<file path="src/rtl/hs_pkg.sv">
// Package: shared types for the strobed byte handshake controller.
// Assumes: nothing beyond IEEE 1800-2017.
package hs_pkg;

    // Receive-side holding register state.
    typedef enum logic [1:0] {
        RX_EMPTY  = 2'd0,
        RX_HELD   = 2'd1,
        RX_ACKING = 2'd2
    } rx_state_e;

endpackage

</file>
<file path="src/rtl/hs_edge_sync.sv">
// Module: hs_edge_sync
// Synchronizes one asynchronous strobe line and emits a single-cycle pulse
// for each transition in the selected direction.
// Assumes: STAGES >= 1; the line idles at 0 for rising mode and at 1 for
// falling mode, so the chain's reset value of 0 never fakes a falling edge.
module hs_edge_sync #(
    parameter int STAGES = 2
) (
    input  logic clk,
    input  logic rst_n,
    input  logic edge_neg_i,
    input  logic line_i,
    output logic pulse_o
);

    logic [STAGES-1:0] chain_q;
    logic              prev_q;
    logic              synced;

    generate
        if (STAGES == 1) begin : g_single
            // Single-flop capture of the asynchronous line.
            always_ff @(posedge clk) begin
                if (!rst_n) chain_q <= '0;
                else        chain_q <= line_i;
            end
        end else begin : g_multi
            // Shift the line through the synchronizer chain.
            always_ff @(posedge clk) begin
                if (!rst_n) chain_q <= '0;
                else        chain_q <= {chain_q[STAGES-2:0], line_i};
            end
        end
    endgenerate

    assign synced = chain_q[STAGES-1];

    // Remember the previous synchronized level for edge detection.
    always_ff @(posedge clk) begin
        if (!rst_n) prev_q <= 1'b0;
        else        prev_q <= synced;
    end

    // Select rising or falling transition as the strobe.
    always_comb begin
        if (edge_neg_i) pulse_o = prev_q & ~synced;
        else            pulse_o = synced & ~prev_q;
    end

endmodule

</file>
<file path="src/rtl/hs_tx_side.sv">
// Module: hs_tx_side
// Holds the pending outbound byte, moves it to the port on each counted
// peer strobe and drives the data-valid line.
// Assumes: take_stb_i is a single-cycle synchronous pulse.
module hs_tx_side #(
    parameter int DATA_W = 8
) (
    input  logic              clk,
    input  logic              rst_n,
    input  logic              take_stb_i,
    input  logic              load_i,
    input  logic [DATA_W-1:0] wdata_i,
    output logic [DATA_W-1:0] port_out_o,
    output logic              vld_o
);

    logic [DATA_W-1:0] pend_q;

    // Store the host's pending byte.
    always_ff @(posedge clk) begin
        if (!rst_n)      pend_q <= '0;
        else if (load_i) pend_q <= wdata_i;
    end

    // Present the pending byte on the port when the peer strobes.
    always_ff @(posedge clk) begin
        if (!rst_n)          port_out_o <= '0;
        else if (take_stb_i) port_out_o <= pend_q;
    end

    // Data-valid: cleared by a load, set by a strobe, load has priority.
    always_ff @(posedge clk) begin
        if (!rst_n)          vld_o <= 1'b0;
        else if (load_i)     vld_o <= 1'b0;
        else if (take_stb_i) vld_o <= 1'b1;
    end

endmodule

</file>
<file path="src/rtl/hs_rx_side.sv">
// Module: hs_rx_side
// Latches an offered byte, answers host reads with data or not-ready,
// and returns a timed acknowledge only after the byte has been read.
// Assumes: give_stb_i is a single-cycle synchronous pulse; port_in_i is
// stable by the time the strobe has crossed the synchronizer.
module hs_rx_side
    import hs_pkg::*;
#(
    parameter int DATA_W    = 8,
    parameter int ACK_CNT_W = 4
) (
    input  logic                 clk,
    input  logic                 rst_n,
    input  logic                 give_stb_i,
    input  logic [DATA_W-1:0]    port_in_i,
    input  logic                 rd_i,
    input  logic [ACK_CNT_W-1:0] ack_len_i,
    output logic                 rd_valid_o,
    output logic                 rd_ready_o,
    output logic [DATA_W-1:0]    rdata_o,
    output logic                 ack_o,
    output logic                 overrun_o
);

    localparam logic [ACK_CNT_W-1:0] ONE = {{(ACK_CNT_W-1){1'b0}}, 1'b1};

    rx_state_e            state_q;
    logic [DATA_W-1:0]    hold_q;
    logic [ACK_CNT_W-1:0] cnt_q;
    logic [ACK_CNT_W-1:0] len_eff;

    // Treat a zero pulse length as a single cycle.
    always_comb begin
        len_eff = (ack_len_i == '0) ? ONE : ack_len_i;
    end

    // Host read response, one cycle after the request.
    always_ff @(posedge clk) begin
        if (!rst_n) begin
            rd_valid_o <= 1'b0;
            rd_ready_o <= 1'b0;
            rdata_o    <= '0;
        end else begin
            rd_valid_o <= rd_i;
            if (rd_i && state_q == RX_HELD) begin
                rd_ready_o <= 1'b1;
                rdata_o    <= hold_q;
            end else begin
                rd_ready_o <= 1'b0;
                rdata_o    <= '0;
            end
        end
    end

    // Sticky overrun when a strobe meets an unread byte.
    always_ff @(posedge clk) begin
        if (!rst_n) overrun_o <= 1'b0;
        else if (give_stb_i && state_q == RX_HELD) overrun_o <= 1'b1;
    end

    // Receive state machine: capture, wait for read, acknowledge.
    always_ff @(posedge clk) begin
        if (!rst_n) begin
            state_q <= RX_EMPTY;
            hold_q  <= '0;
            cnt_q   <= '0;
        end else begin
            case (state_q)
                RX_EMPTY: begin
                    if (give_stb_i) begin
                        hold_q  <= port_in_i;
                        state_q <= RX_HELD;
                    end
                end
                RX_HELD: begin
                    if (rd_i) begin
                        cnt_q   <= len_eff;
                        state_q <= RX_ACKING;
                    end
                end
                RX_ACKING: begin
                    if (give_stb_i) begin
                        hold_q  <= port_in_i;
                        state_q <= RX_HELD;
                    end else if (cnt_q <= ONE) begin
                        state_q <= RX_EMPTY;
                    end else begin
                        cnt_q <= cnt_q - ONE;
                    end
                end
                default: state_q <= RX_EMPTY;
            endcase
        end
    end

    assign ack_o = (state_q == RX_ACKING);

endmodule

</file>
<file path="src/rtl/hs_byte_xfer.sv">
// Module: hs_byte_xfer (top)
// Four-wire strobed byte transfer controller: two synchronized strobe
// inputs, a data-valid and an acknowledge output, and a host side with a
// pending-byte load and a read with data/not-ready response.
// Assumes: strobe lines are asynchronous to clk; data ports are stable
// around their strobes.
module hs_byte_xfer #(
    parameter int DATA_W      = 8,
    parameter int SYNC_STAGES = 2,
    parameter int ACK_CNT_W   = 4
) (
    input  logic                 clk,
    input  logic                 rst_n,
    input  logic                 edge_neg_i,
    input  logic [ACK_CNT_W-1:0] ack_len_i,
    input  logic                 take_req_i,
    output logic                 take_vld_o,
    input  logic                 give_stb_i,
    output logic                 give_ack_o,
    input  logic [DATA_W-1:0]    port_in_i,
    output logic [DATA_W-1:0]    port_out_o,
    input  logic                 host_load_i,
    input  logic [DATA_W-1:0]    host_wdata_i,
    input  logic                 host_rd_i,
    output logic                 rd_valid_o,
    output logic                 rd_ready_o,
    output logic [DATA_W-1:0]    host_rdata_o,
    output logic                 overrun_o
);

    logic take_pulse;
    logic give_pulse;

    hs_edge_sync #(.STAGES(SYNC_STAGES)) u_take_sync (
        .clk        (clk),
        .rst_n      (rst_n),
        .edge_neg_i (edge_neg_i),
        .line_i     (take_req_i),
        .pulse_o    (take_pulse)
    );

    hs_edge_sync #(.STAGES(SYNC_STAGES)) u_give_sync (
        .clk        (clk),
        .rst_n      (rst_n),
        .edge_neg_i (edge_neg_i),
        .line_i     (give_stb_i),
        .pulse_o    (give_pulse)
    );

    hs_tx_side #(.DATA_W(DATA_W)) u_tx (
        .clk        (clk),
        .rst_n      (rst_n),
        .take_stb_i (take_pulse),
        .load_i     (host_load_i),
        .wdata_i    (host_wdata_i),
        .port_out_o (port_out_o),
        .vld_o      (take_vld_o)
    );

    hs_rx_side #(.DATA_W(DATA_W), .ACK_CNT_W(ACK_CNT_W)) u_rx (
        .clk        (clk),
        .rst_n      (rst_n),
        .give_stb_i (give_pulse),
        .port_in_i  (port_in_i),
        .rd_i       (host_rd_i),
        .ack_len_i  (ack_len_i),
        .rd_valid_o (rd_valid_o),
        .rd_ready_o (rd_ready_o),
        .rdata_o    (host_rdata_o),
        .ack_o      (give_ack_o),
        .overrun_o  (overrun_o)
    );

endmodule

</file>
<file path="config.mk">
export PLATFORM = sky130hd
export DESIGN_NAME = hs_byte_xfer
export DESIGN_NICKNAME = d
export VERILOG_FILES = /design/src/rtl/hs_pkg.sv /design/src/rtl/hs_edge_sync.sv /design/src/rtl/hs_tx_side.sv /design/src/rtl/hs_rx_side.sv /design/src/rtl/hs_byte_xfer.sv
export SDC_FILE = /design/constraint.sdc
export NUM_CORES = 1
export LEC_CHECK = 0
export CAP_MARGIN = 10
export CORE_MARGIN = 3
export CORE_UTILIZATION = 55
export CTS_CLUSTER_DIAMETER = 80
export DETAILED_ROUTE_END_ITERATION = 12
export DONT_BUFFER_PORTS = 1
export PLACE_DENSITY_LB_ADDON = 0.12
export SYNTH_ARGS = -nofsm -noshare
export SYNTH_HDL_FRONTEND = slang
export SYNTH_HIERARCHICAL = 1
export SYNTH_SLANG_ARGS = --single-unit
</file>
<file path="constraint.sdc">
create_clock -name clk -period 1.5 [get_ports clk]
set_input_delay 0.3 -clock clk [delete_from_list [all_inputs] [get_ports clk]]
set_output_delay 0.3 -clock clk [all_outputs]
set_load 0.03 [all_outputs]
</file>
==> key figures <==
Yosys
  • Seq cells post-synth: 48
  • Main synth FF type: dfxtp_1
  • Post-Syn Area: 1820 sq um
  • Post-synth EDFFs: 0
  • Count leader, synth: dfxtp_1
  • Asr flop ratio synth: 0
  • Ys Warns: 6
  • Syn avg cell area: 10.3 sq um
  • Main area contributors after synthesis: dfxtp_1 53%, mux2i_1 8.8%, nor2b_1 5.5%, a21oi_1 4.1%, nand2_1 3.9%
  • Commonest cells in the netlist: 48 x dfxtp_1, 19 x nand2_1, 16 x mux2i_1, 16 x nor2b_1, 15 x a21oi_1
  • Sequential element share of the synthesized area: 0.529
  • Post-synth top area share: 0.529
  • Synth cell types: 31
  • Area leader, netlist: dfxtp_1
  • Cells after synthesis: 177
  • Mapped Nets: 206

Power
  • Clock Power Share: 0.391
  • Logic pwr share: 0.050
  • Switching part of the total power: 0.207
  • P_int: 1.89 mW
  • Seq pwr share: 0.560
  • PD cells: 1140 nW/um^2
  • Leak: 0.801 nW
  • Peak VDD IR: 0.789 mV
  • Sw Pwr: 0.493 mW

Floorplanning
  • Die H: 63.5 um
  • Io pins: 48
  • Initial core utilization: 0.585
  • Die Wd: 63.5 um
  • Placement Rows: 20
  • Total die area: 4030 sq um
  • Core Footprint: 3100 sq um

STA
  • Fin. max-slew vios: 0
  • Slew @ Worst Pin: 0.438 ns
  • Final Skew: 0.0164 ns
  • Slew margin rel.: 0.707
  • Max Freq: 648 MHz
  • Final hold vios: 0
  • Crit share post-route: 1.03
  • Setup slack after layout: -0.0439 ns
  • Worst hold-check slack: 0.0381 ns
  • Final setup viols: 2
  • RSZ-0062 raised after global routing: yes
  • Crit path time final: 1.54 ns

Global route
  • Grt ovf: 0
  • Gr usage total: 0.176
  • Vias in the first global route: 1,235
  • Largest net degree at the start of global routing: 30
  • Initial antenna violation count: 0
  • First-pass GRT wire length: 5.52 mm

Worst setup path
  • Crit-path max FO: 7
  • Startpoint types: register
  • Kind of critical path: register to register
  • Required @ worst endpoint: 1.77 ns
  • Crit end category: register
  • Data arrival time at the worst-slack endpoint: 1.82 ns

Clock tree
  • Clock transition at path regs: 0.15 ns
  • Clock sinks: 48
  • Max H-tree Level: 2
  • Max clock buf depth: 2
  • Clock root cell: clkbuf_4
  • Worst-skew pair later-pin latency: 0.36 ns
  • CTS Buf Count: 5
  • TritonCTS clock tree: done

Finish
  • Share of cells above drive strength 1: 0.215
  • Number of fill cells: 270
  • Antenna cells: 0
  • Area of the multi-input gates: 838 sq um
  • Sequential Area: 970 sq um
  • Final core occ: 0.677
  • Layout area overhead: 15.7%
  • Nets: 219
  • Finished Layout Cells: 235

Drt
  • DRC viols: 0
  • First-pass detailed-route iteration total: 4
  • Wire per inst: 14.9 um
  • Antenna-violating nets left: 0
  • Final WL: 3.51 mm
  • Vias per cell: 5.31
  • DR vias: 1,247
  • DR iter-0 viols: 51

Placement
  • Placed Cells: 221
  • Pre-CTS setup slack: -0.0364 ns
  • Quantity of I/O buffers inserted on ports: 0
  • DP Wirelength: 2.33 mm
  • Final GP Congestion: 0.816

Outcome
  • Failing checks: negative setup slack
  • Outcome: finished, violations left

Run
  • Max cap viols: 0

Hold path
  • Worst Hold Class: input port to register
logic make-up (layout without fill, tap and decap cells):
family                   after synthesis  after routing  share of synthesized area
AND/OR/NAND/NOR                       73             73                      0.225
multiplexers                          16             16                     0.0882
AO/OA/AOI/OAI                         26             26                      0.107
flip-flops                            48             48                      0.529
buffers and inverters                 12             26                     0.0365
adder cells (fa/ha/maj)                2              2                     0.0138
layout make-up:
cell class,instances,area share
Sequential cell,48,0.462
Multi-Input combinational cell,117,0.399
Clock buffer,5,0.0179
Timing Repair Buffer,13,0.0512
Clock inverter,3,0.0328
Tap cell,44,0.0262
Inverter,5,0.0113
registers in the layout (all words and copies together) (netlist names):
signal,cells
u_take_sync/prev_q,1
u_rx/rd_ready_o,1
u_rx/cnt_q,4
u_take_sync/chain_q,2
u_give_sync/chain_q,2
u_rx/hold_q,8
u_tx/vld_o,1
u_give_sync/prev_q,1
u_tx/pend_q,8
u_rx/overrun_o,1
u_rx/rd_valid_o,1
u_rx/state_q,2
u_tx/port_out_o,8
u_rx/rdata_o,8
power groups by stage:
stage               registers, mW  logic (mW)  clock network [mW]
floorplan                    1.36      0.0981                   0
global placement             1.36       0.103                   0
detailed placement           1.37       0.106                   0
CTS                          1.34       0.112               0.965
global route                 1.34       0.131                1.02
finish                       1.34       0.118               0.932
through the flow:
stage,power [mW],instance area [sq um],setup TNS [ns]
2_1_floorplan,1.46,1820,0
3_3_place_gp,1.47,1880,0
3_5_place_dp,1.47,1880,-0.0364
4_1_cts,2.42,2030,-0.0291
5_1_grt,2.49,2100,-0.273
6_report,2.39,2100,-0.0595
layer usage:
layer / up-vias / track usage / wire length [um]
met1: 581 / 0.180 / 1360
met2: 34 / 0.317 / 1850
li1: 624 / - / -
met4: 0 / 0.0620 / 68
met5: - / 0 / 0
met3: 8 / 0.0749 / 226
layout by cell type, fill, tap and decap left out, types with 2 or more instances in the layout:
master     instances
a21oi_1           13
dfxtp_1           45
o22ai_2            2
inv_2              2
nand2b_1           4
inv_1              2
nor3_1             3
bufinv_16          2
buf_4             10
a21oi_2            2
o2bb2ai_1          2
nor2b_1           16
ha_4               2
and2_1             8
mux2i_1           16
buf_6              2
and3_1             9
dfxtp_4            2
clkbuf_4           5
nor2_1             6
nand2_1           19
critical path, stage by stage (launching register included):
cell and delay, ns:
dfxtp_4 0.39, inv_2 0.06, ha_4 0.14, nor2_4 0.04
o311ai_4 0.38, a211oi_2 0.13, o31a_1 0.30
final timing paths:
kind                           from  cells past startpoint                     end  slack (ns)
max                   u_rx/cnt_q[0]                      6           u_rx/cnt_q[0]       -0.04
min                           rst_n                      1           u_rx/cnt_q[0]        0.04
max reg2reg           u_rx/cnt_q[0]                      6           u_rx/cnt_q[0]       -0.04
min reg2reg  u_give_sync/chain_q[0]                      1  u_give_sync/chain_q[1]        0.45
repair_timing:
action / in CTS / in global routing
pin swaps: 2 / 6
buffers inserted: 2 / 3
hold buffers: 1 / 0
endpoints found under the hold margin: 1 / 0
resized for setup: 5 / 13
endpoints found under the setup margin: 3 / 5
Note: power is estimated with default switching activity, not from simulation.
